### src/rtl/tf_pkg.sv
package tf_pkg;
  localparam int BYTE_W      = 8;
  localparam int WORD_W      = 32;
  localparam int FRAME_WORDS = 5;
  localparam int IDX_W       = $clog2(FRAME_WORDS);
  localparam int ADDR_W      = 3;
  localparam int NUM_DEEP    = 5;
  localparam int BSY_BIT     = 7;
  localparam int DRQ_BIT     = 3;
  localparam logic [BYTE_W-1:0] TYPE_H2D = 8'h27;

  typedef enum logic [ADDR_W-1:0] {
    A_FEAT = 3'd0, A_CNT = 3'd1, A_LBA0 = 3'd2, A_LBA1 = 3'd3,
    A_LBA2 = 3'd4, A_DEV = 3'd5, A_CMD = 3'd6, A_CTL = 3'd7
  } tf_addr_e;

  typedef struct packed {
    logic [BYTE_W-1:0] feat, feat_x;
    logic [BYTE_W-1:0] cnt, cnt_x;
    logic [BYTE_W-1:0] lba0, lba1, lba2;
    logic [BYTE_W-1:0] lba0_x, lba1_x, lba2_x;
    logic [BYTE_W-1:0] dev, cmd, ctl;
  } tf_regs_t;

  function automatic logic [WORD_W-1:0] frame_word(tf_regs_t r, logic is_cmd,
                                                   logic [IDX_W-1:0] idx);
    logic [WORD_W-1:0] w;
    case (idx)
      3'd0:    w = {r.feat, r.cmd, is_cmd, 7'b0, TYPE_H2D};
      3'd1:    w = {r.dev, r.lba2, r.lba1, r.lba0};
      3'd2:    w = {r.feat_x, r.lba2_x, r.lba1_x, r.lba0_x};
      3'd3:    w = {r.ctl, 8'h00, r.cnt_x, r.cnt};
      default: w = '0;
    endcase
    return w;
  endfunction
endpackage

### src/rtl/tf_shadow_bank.sv
module tf_shadow_bank
  import tf_pkg::*;
(
  input  logic              clk,
  input  logic              rst_n,
  input  logic              wr_en,
  input  logic [ADDR_W-1:0] wr_addr,
  input  logic [BYTE_W-1:0] wr_data,
  input  logic              lock,
  input  logic              tx_busy,
  output tf_regs_t          regs,
  output logic              cmd_fire,
  output logic              ctl_fire
);
  logic [NUM_DEEP-1:0][BYTE_W-1:0] cur_v, xp_v;
  logic [BYTE_W-1:0] dev_q, cmd_q, ctl_q;

  // two-deep parameter bytes, addresses 0..NUM_DEEP-1
  for (genvar gi = 0; gi < NUM_DEEP; gi++) begin : g_deep
    logic [BYTE_W-1:0] cur_q, xp_q;
    always_ff @(posedge clk) begin
      if (!rst_n) begin
        cur_q <= '0;
        xp_q  <= '0;
      end else if (wr_en && !lock && wr_addr == ADDR_W'(gi)) begin
        xp_q  <= cur_q;
        cur_q <= wr_data;
      end
    end
    assign cur_v[gi] = cur_q;
    assign xp_v[gi]  = xp_q;
  end

  assign cmd_fire = wr_en && wr_addr == A_CMD && !lock && !tx_busy;
  assign ctl_fire = wr_en && wr_addr == A_CTL;

  always_ff @(posedge clk) begin
    if (!rst_n) begin
      dev_q <= '0;
      cmd_q <= '0;
      ctl_q <= '0;
    end else begin
      if (wr_en && wr_addr == A_DEV && !lock) dev_q <= wr_data;
      if (cmd_fire) cmd_q <= wr_data;
      if (ctl_fire) ctl_q <= wr_data;
    end
  end

  always_comb begin
    regs.feat   = cur_v[A_FEAT];
    regs.feat_x = xp_v[A_FEAT];
    regs.cnt    = cur_v[A_CNT];
    regs.cnt_x  = xp_v[A_CNT];
    regs.lba0   = cur_v[A_LBA0];
    regs.lba1   = cur_v[A_LBA1];
    regs.lba2   = cur_v[A_LBA2];
    regs.lba0_x = xp_v[A_LBA0];
    regs.lba1_x = xp_v[A_LBA1];
    regs.lba2_x = xp_v[A_LBA2];
    regs.dev    = dev_q;
    regs.cmd    = cmd_q;
    regs.ctl    = ctl_q;
  end
endmodule

### src/rtl/tf_status.sv
module tf_status
  import tf_pkg::*;
(
  input  logic              clk,
  input  logic              rst_n,
  input  logic              cmd_fire,
  input  logic              upd_valid,
  input  logic [BYTE_W-1:0] upd_data,
  output logic [BYTE_W-1:0] status,
  output logic              lock
);
  logic [BYTE_W-1:0] stat_q;

  always_ff @(posedge clk) begin
    if (!rst_n) begin
      stat_q <= '0;
    end else begin
      if (upd_valid) stat_q <= upd_data;
      if (cmd_fire)  stat_q[BSY_BIT] <= 1'b1;  // a new command wins busy
    end
  end

  assign status = stat_q;
  assign lock   = stat_q[BSY_BIT] | stat_q[DRQ_BIT];
endmodule

### src/rtl/tf_frame_tx.sv
module tf_frame_tx
  import tf_pkg::*;
(
  input  logic              clk,
  input  logic              rst_n,
  input  logic              cmd_fire,
  input  logic              ctl_fire,
  input  tf_regs_t          regs,
  input  logic              ready,
  output logic              valid,
  output logic [WORD_W-1:0] data,
  output logic              last,
  output logic              tx_busy
);
  tf_regs_t         snap_q;
  logic             flag_q, valid_q, pend_cmd_q, pend_ctl_q;
  logic [IDX_W-1:0] idx_q;
  logic             fire, last_beat, load_now, load_cmd;

  assign fire      = valid_q && ready;
  assign last_beat = idx_q == IDX_W'(FRAME_WORDS - 1);
  assign load_now  = (!valid_q || (fire && last_beat)) && (pend_cmd_q || pend_ctl_q);
  assign load_cmd  = pend_cmd_q;  // command frame goes ahead of a queued control

  always_ff @(posedge clk) begin
    if (!rst_n) begin
      snap_q     <= '0;
      flag_q     <= 1'b0;
      valid_q    <= 1'b0;
      idx_q      <= '0;
      pend_cmd_q <= 1'b0;
      pend_ctl_q <= 1'b0;
    end else begin
      pend_cmd_q <= (pend_cmd_q && !(load_now && load_cmd)) || cmd_fire;
      pend_ctl_q <= (pend_ctl_q && !(load_now && !load_cmd)) || ctl_fire;
      if (load_now) begin
        snap_q  <= regs;
        flag_q  <= load_cmd;
        valid_q <= 1'b1;
        idx_q   <= '0;
      end else if (fire) begin
        if (last_beat) valid_q <= 1'b0;
        else           idx_q   <= idx_q + 1'b1;
      end
    end
  end

  assign valid   = valid_q;
  assign data    = frame_word(snap_q, flag_q, idx_q);
  assign last    = valid_q && last_beat;
  assign tx_busy = valid_q || pend_cmd_q || pend_ctl_q;
endmodule

### src/rtl/tf_cmd_issuer.sv
module tf_cmd_issuer
  import tf_pkg::*;
(
  input  logic              clk,
  input  logic              rst_n,
  input  logic              wr_en,
  input  logic [ADDR_W-1:0] wr_addr,
  input  logic [BYTE_W-1:0] wr_data,
  input  logic              stat_upd_valid,
  input  logic [BYTE_W-1:0] stat_upd_data,
  output logic [BYTE_W-1:0] status,
  output logic              fis_valid,
  input  logic              fis_ready,
  output logic [WORD_W-1:0] fis_data,
  output logic              fis_last
);
  tf_regs_t regs_w;
  logic     lock_w, tx_busy_w, cmd_fire_w, ctl_fire_w;

  tf_shadow_bank bank_i (
    .clk(clk), .rst_n(rst_n), .wr_en(wr_en), .wr_addr(wr_addr),
    .wr_data(wr_data), .lock(lock_w), .tx_busy(tx_busy_w),
    .regs(regs_w), .cmd_fire(cmd_fire_w), .ctl_fire(ctl_fire_w)
  );

  tf_status stat_i (
    .clk(clk), .rst_n(rst_n), .cmd_fire(cmd_fire_w),
    .upd_valid(stat_upd_valid), .upd_data(stat_upd_data),
    .status(status), .lock(lock_w)
  );

  tf_frame_tx tx_i (
    .clk(clk), .rst_n(rst_n), .cmd_fire(cmd_fire_w), .ctl_fire(ctl_fire_w),
    .regs(regs_w), .ready(fis_ready), .valid(fis_valid), .data(fis_data),
    .last(fis_last), .tx_busy(tx_busy_w)
  );
endmodule

### config.mk
export PLATFORM = sky130hd
export DESIGN_NAME = tf_cmd_issuer
export DESIGN_NICKNAME = d
export VERILOG_FILES = /design/src/rtl/tf_pkg.sv /design/src/rtl/tf_shadow_bank.sv /design/src/rtl/tf_status.sv /design/src/rtl/tf_frame_tx.sv /design/src/rtl/tf_cmd_issuer.sv
export SDC_FILE = /design/constraint.sdc
export NUM_CORES = 1
export LEC_CHECK = 0
export BUFFER_PORTS_ARGS = -buffer_cell sky130_fd_sc_hd__buf_2
export CORE_ASPECT_RATIO = 0.6
export CORE_UTILIZATION = 50
export CTS_CLUSTER_DIAMETER = 150
export CTS_CLUSTER_SIZE = 25
export DETAILED_ROUTE_END_ITERATION = 12
export PLACE_DENSITY = 0.71
export RECOVER_POWER = 25
export SLEW_MARGIN = 20
export SYNTH_ARGS = -nofsm -noshare
export SYNTH_HDL_FRONTEND = slang
export SYNTH_HIERARCHICAL = 1
export SYNTH_SLANG_ARGS = --single-unit
### constraint.sdc
create_clock -name clk -period 1.7 [get_ports clk]
set_input_delay 0.255 -clock clk [delete_from_list [all_inputs] [get_ports clk]]
set_output_delay 0.255 -clock clk [all_outputs]
set_load 0.01 [all_outputs]
# --- Word level (Yosys, flattened, before mapping) ---
# Cells that the tools add are included.
totals:
  register_bits: 223
  in_bits: 24
  out_inout_bits: 42
  wordCells: 94
classes:
  n_addsub: 1
  n_eq_ne: 11
  muxes: 6
  n_bitwise: 3
  n_reduce_logical: 40
op_table:
  columns: ["cell", "n"]
  rows:
  - ["32-bit case mux with 4 select lines", 1]
  - ["1-bit logical AND", 20]
  - ["3-bit == test, second input constant", 5]
  - ["3-bit by 2-bit == test with 1-bit output, second input constant", 4]
  - ["8-bit 2-to-1 mux", 1]
  - ["3-bit by 1-bit == test with 1-bit output, second input constant", 2]
  - ["1-bit logical NOT", 6]
  - ["3-bit logical NOT", 2]
  - ["1-bit logical OR", 6]
  - ["2-bit nonzero test", 3]
  - ["1-bit 2-to-1 mux", 4]
  - ["2-bit AND reduction", 2]
  - ["3-bit by 1-bit adder with 3-bit output, second input constant", 1]
  - ["1-bit inverter", 2]
  - ["2-bit OR reduction", 1]
  - ["1-bit bitwise OR", 1]

# --- Longest topological paths before layout ---
logic_depth:
  depth_word: 8
  mapped_depth: 9
  depth_no_buf: 5

# --- Cells and area by module ---
# The synthesis kept the hierarchy.
modules_own_cells:
  columns: ["mod", "instances", "cells_per_inst", "area_each_um2", "seq_area_each_um2"]
  rows:
  - ["tf_frame_tx", 1, 595, 5062.4, 2222.1]
  - ["tf_shadow_bank", 1, 363, 3828.7, 2082.0]
  - ["tf_status", 1, 26, 314.1, 160.2]

# --- Worst setup path after synthesis ---
# OpenSTA, ideal clock, no wires.
synth_path:
  path_type: "register to output"
  start: "reg tx_i.idx_q[2]"
  end: "out fis_data[10]"
  arrival_time_ns: 1.660
  required_time_ns: 1.445
  path_slack_ns: -0.215
  stages_incl_launch_ff: 8
  n_path_buf: 3
  cell_sequence: "dfxtp_1 buf_2 clkbuf_1 inv_1 ha_1 clkbuf_1 a222oi_1 inv_1"
synth_via:
  elab_chain_len: 2
  elab_cells_between_ends: 5
  cone_classes: "3 x eq/ne; 1 x mux; 1 x reduce/logical"
synth_lines:
  columns: ["item", "line", "source"]
  rows:
  - ["from (decl)", "tf_frame_tx.sv:17", "logic [IDX_W-1:0] idx_q;"]
  - ["from (signal assigned)", "tf_frame_tx.sv:43", "else idx_q <= idx_q + 1'b1;"]
  - ["3-bit by 2-bit == test with 1-bit output (tied with other cells)", "tf_pkg.sv:28", "case (idx)"]
  - ["32-bit case mux with 4 select lines *", "tf_pkg.sv:28", null]
  - ["to (decl)", "tf_cmd_issuer.sv:14", "output logic [WORD_W-1:0] fis_data,"]
# Every way passes the cells marked *; elsewhere a longest branch is shown, timed or not.

# --- Worst setup path after layout ---
layout_path:
  start: "reg tx_i.idx_q[0]"
  end: "out fis_data[30]"
# Same word-level chain as after synthesis.

==> summary.txt <==
Run status
  – Outcome: finished with violations
  – Failing checks: setup timing

STA
  – Clock skew: 29.3 ps
  – Final Slew Violations: 0
  – Final worst-path cycle share: 1.37
  – Final hold violations: 0
  – Worst slew pin tran: 498 ps
  – Fmax achieved: 430 MHz
  – RSZ-0062 raised after global routing: true
  – Final Worst Setup Slack: -624 ps
  – Final setup viols: 141
  – Slew headroom: 0.668
  – Tmin final: 2320 ps

Synthesis
  – Register area share after synthesis: 0.485
  – FFs w/ async S/R, synth: 0
  – Yosys top cell area share: 0.485
  – Ys flop type: dfxtp_1
  – Synth cell types: 38
  – Mapped Cells: 984
  – Most common cell in the netlist: nand2_1
  – Post-synth EDFFs: 0
  – Yosys top cell by area: dfxtp_1
  – Top post-synthesis cells by area: dfxtp_1 48%, mux2i_1 23%, nand2_1 15%
  – Syn_nets: 1013
  – Top cells by count, synth: 362 x nand2_1, 223 x dfxtp_1, 208 x mux2i_1
  – Mean Syn Cell Area: 9.35 µm²
  – Warnings from Yosys: 6
  – Netlist Area Pre-Place: 9210 µm²
  – Yosys reg bits: 223

Clocking
  – Root Buffer: clkbuf_16
  – Reg clk slew, reported paths: 100 ps
  – CTS buffer count: 12
  – H-tree levels: 1
  – CTS max path bufs: 3
  – CTS tree: done
  – Clock Latency Late Sink: 490 ps
  – CTS Hold Buffers Added: 0
  – Clk sinks: 223

Drt
  – Wirelength per Cell: 17.0 µm
  – Via/cell ratio: 5.32
  – Final antenna-violating net count: 0
  – Detailed Routing Iterations Pass 1: 8
  – Drt drc: 0
  – Via count: 6981
  – Drt total wl: 22400 µm
  – DRT iter0 DRCs: 575

Min path
  – Hold Crit Class: input pin to flip-flop
  – Hold path cells: 3

Global route
  – Number of global-route vias before repair: 6572
  – Global-route wire length before repair: 35500 µm
  – Initial antenna violation count: 0
  – GRT Total Usage: 0.239
  – GRT overflow: 0
  – Pin count of the biggest net entering global routing: 84

Layout
  – Layout cells sized above 1: 0.185
  – Area grow syn2layout: 20.1%
  – Ant diodes: 0
  – Cell area after layout: 11100 µm²
  – Fill cells: 1496
  – Layout Nets: 1101
  – Final Non-Filler Cells: 1312
  – Final Util: 0.614

Power
  – Internal power: 6910 µW
  – Clk pwr share: 0.347
  – Tot Pwr: 8950 µW
  – Comb pwr share: 0.063
  – Switch Pwr: 2040 µW
  – Power Dens Cells: 810 nW/µm²
  – Sw Share: 0.228
  – Leak pwr: 0.00436 µW
  – Max IR drop VDD: 0.562 mV
  – Sequential share of power: 0.591

Placement
  – GPL Wtd Cong: 0.782
  – IO Port Bufs: 65
  – DP HPWL: 14300 µm
  – Dpl ws: -346 ps
  – Placed cells: 1277
  – Post-place instance area: 10100 µm²

Floorplanning
  – Core area: 18000 µm²
  – Die height: 107 µm
  – Starting Density: 0.511
  – Ports: 66
  – Cell Rows: 38
  – Die Area: 19000 µm²
  – Die W: 177 µm

Worst setup path
  – FF-to-FF path depth: 11
  – Critical Path AT: 2070 ps
  – Critical Path Source Type: flip-flop
  – CP Class: flip-flop to output pin
  – Largest fanout on the critical path: 6
  – CP Capture Type: output pin
  – Required time worst endpoint: 1440 ps

Flow run
  – Maxcap violations: 0
per-layer routing:
layer / vias up / global-route usage / part of all wire
met3: 25 / 0.0340 / 0.060
met4: 0 / 0.0480 / 0.016
li1: 3445 / - / -
met1: 3353 / 0.358 / 0.49
met5: - / 0 / 0
met2: 158 / 0.362 / 0.43
repair_timing:
item | 4_1_cts | 5_1_grt
cloned | 8 | 1
setup buffers | 22 | 7
pin swaps | 35 | 12
gates resized for setup | 78 | 24
setup endpoints to repair | 139 | 169
worst max-delay path, cell delays in order, from the launching register on:
cell and delay [ps]:
dfxtp_2 360, inv_2 50, buf_6 110, ha_4 150, buf_6 130, a222oi_1 500
o21ai_1 120, buf_2 150
path summary, 6_finish.rpt:
kind                                          startpoint               to  slack (ps)
worst min-delay path                          wr_data[1]  bank_i/ctl_q[1]          20
worst max register to register             tx_i/idx_q[0]  tx_i/snap_q[62]        -220
worst min register to register  bank_i/g_deep[3].xp_q[4]  tx_i/snap_q[36]         440
worst max-delay path                       tx_i/idx_q[0]     fis_data[30]        -620
power by group through the flow:
stage               sequential, µW  clock [µW]  combinational, µW
floorplan                     5410           0                312
global placement              5410           0                509
detailed placement            5410           0                512
CTS                           5290        3180                564
global route                  5300        3360                601
finish                        5290        3100                560
cell families after synthesis:
logic type                 Yosys count  synth area share
buffers and inverters               89            0.0540
AOI/OAI and AO/OA                   65            0.0534
DFF                                223             0.485
adders and majority gates            5           0.00680
and+or+nand+nor                    393             0.173
muxes                              209             0.228
registers in the layout, indices dropped and copies added, names as in the netlist:
signal / cells
stat_i/status: 8
tx_i/snap_q: 104
tx_i/flag_q: 1
tx_i/load_cmd: 1
bank_i/ctl_q: 8
bank_i/g_deep.cur_q: 40
bank_i/g_deep.xp_q: 40
tx_i/valid: 1
bank_i/dev_q: 8
bank_i/cmd_q: 8
tx_i/idx_q: 3
tx_i/pend_ctl_q: 1
area by class of cell:
| class | instances | area [µm²] | area share |
|---|---|---|---|
| flip-flops and latches | 223 | 4470 | 0.404 |
| repair buffers | 147 | 1390 | 0.126 |
| inverters | 16 | 60.1 | 0.00543 |
| multi-input cells | 672 | 4500 | 0.407 |
| well taps | 240 | 300 | 0.0272 |
| clock buffers | 14 | 339 | 0.0307 |
metrics by stage:
step	setup TNS (ps)	hold slack, ps
floorplan	0	372
global placement	-6030	443
detailed placement	-9380	446
CTS	-27670	10.4
global route	-40740	39.7
finish	-31020	21.7
cell usage in the layout, fill, tap and decap left out, drive strengths merged, types with 2 or more instances in the layout:
cell / instances
a211oi: 2
a21boi: 8
a21oi: 4
a221oi: 4
a222oi: 20
a22oi: 8
buf: 137
clkbuf: 24
dfxtp: 223
ha: 5
inv: 15
mux2i: 208
nand2: 363
nand3b: 3
nor2: 4
nor2b: 10
nor3b: 3
o21ai: 17
or3: 2
(Power assumes the default switching activity.)
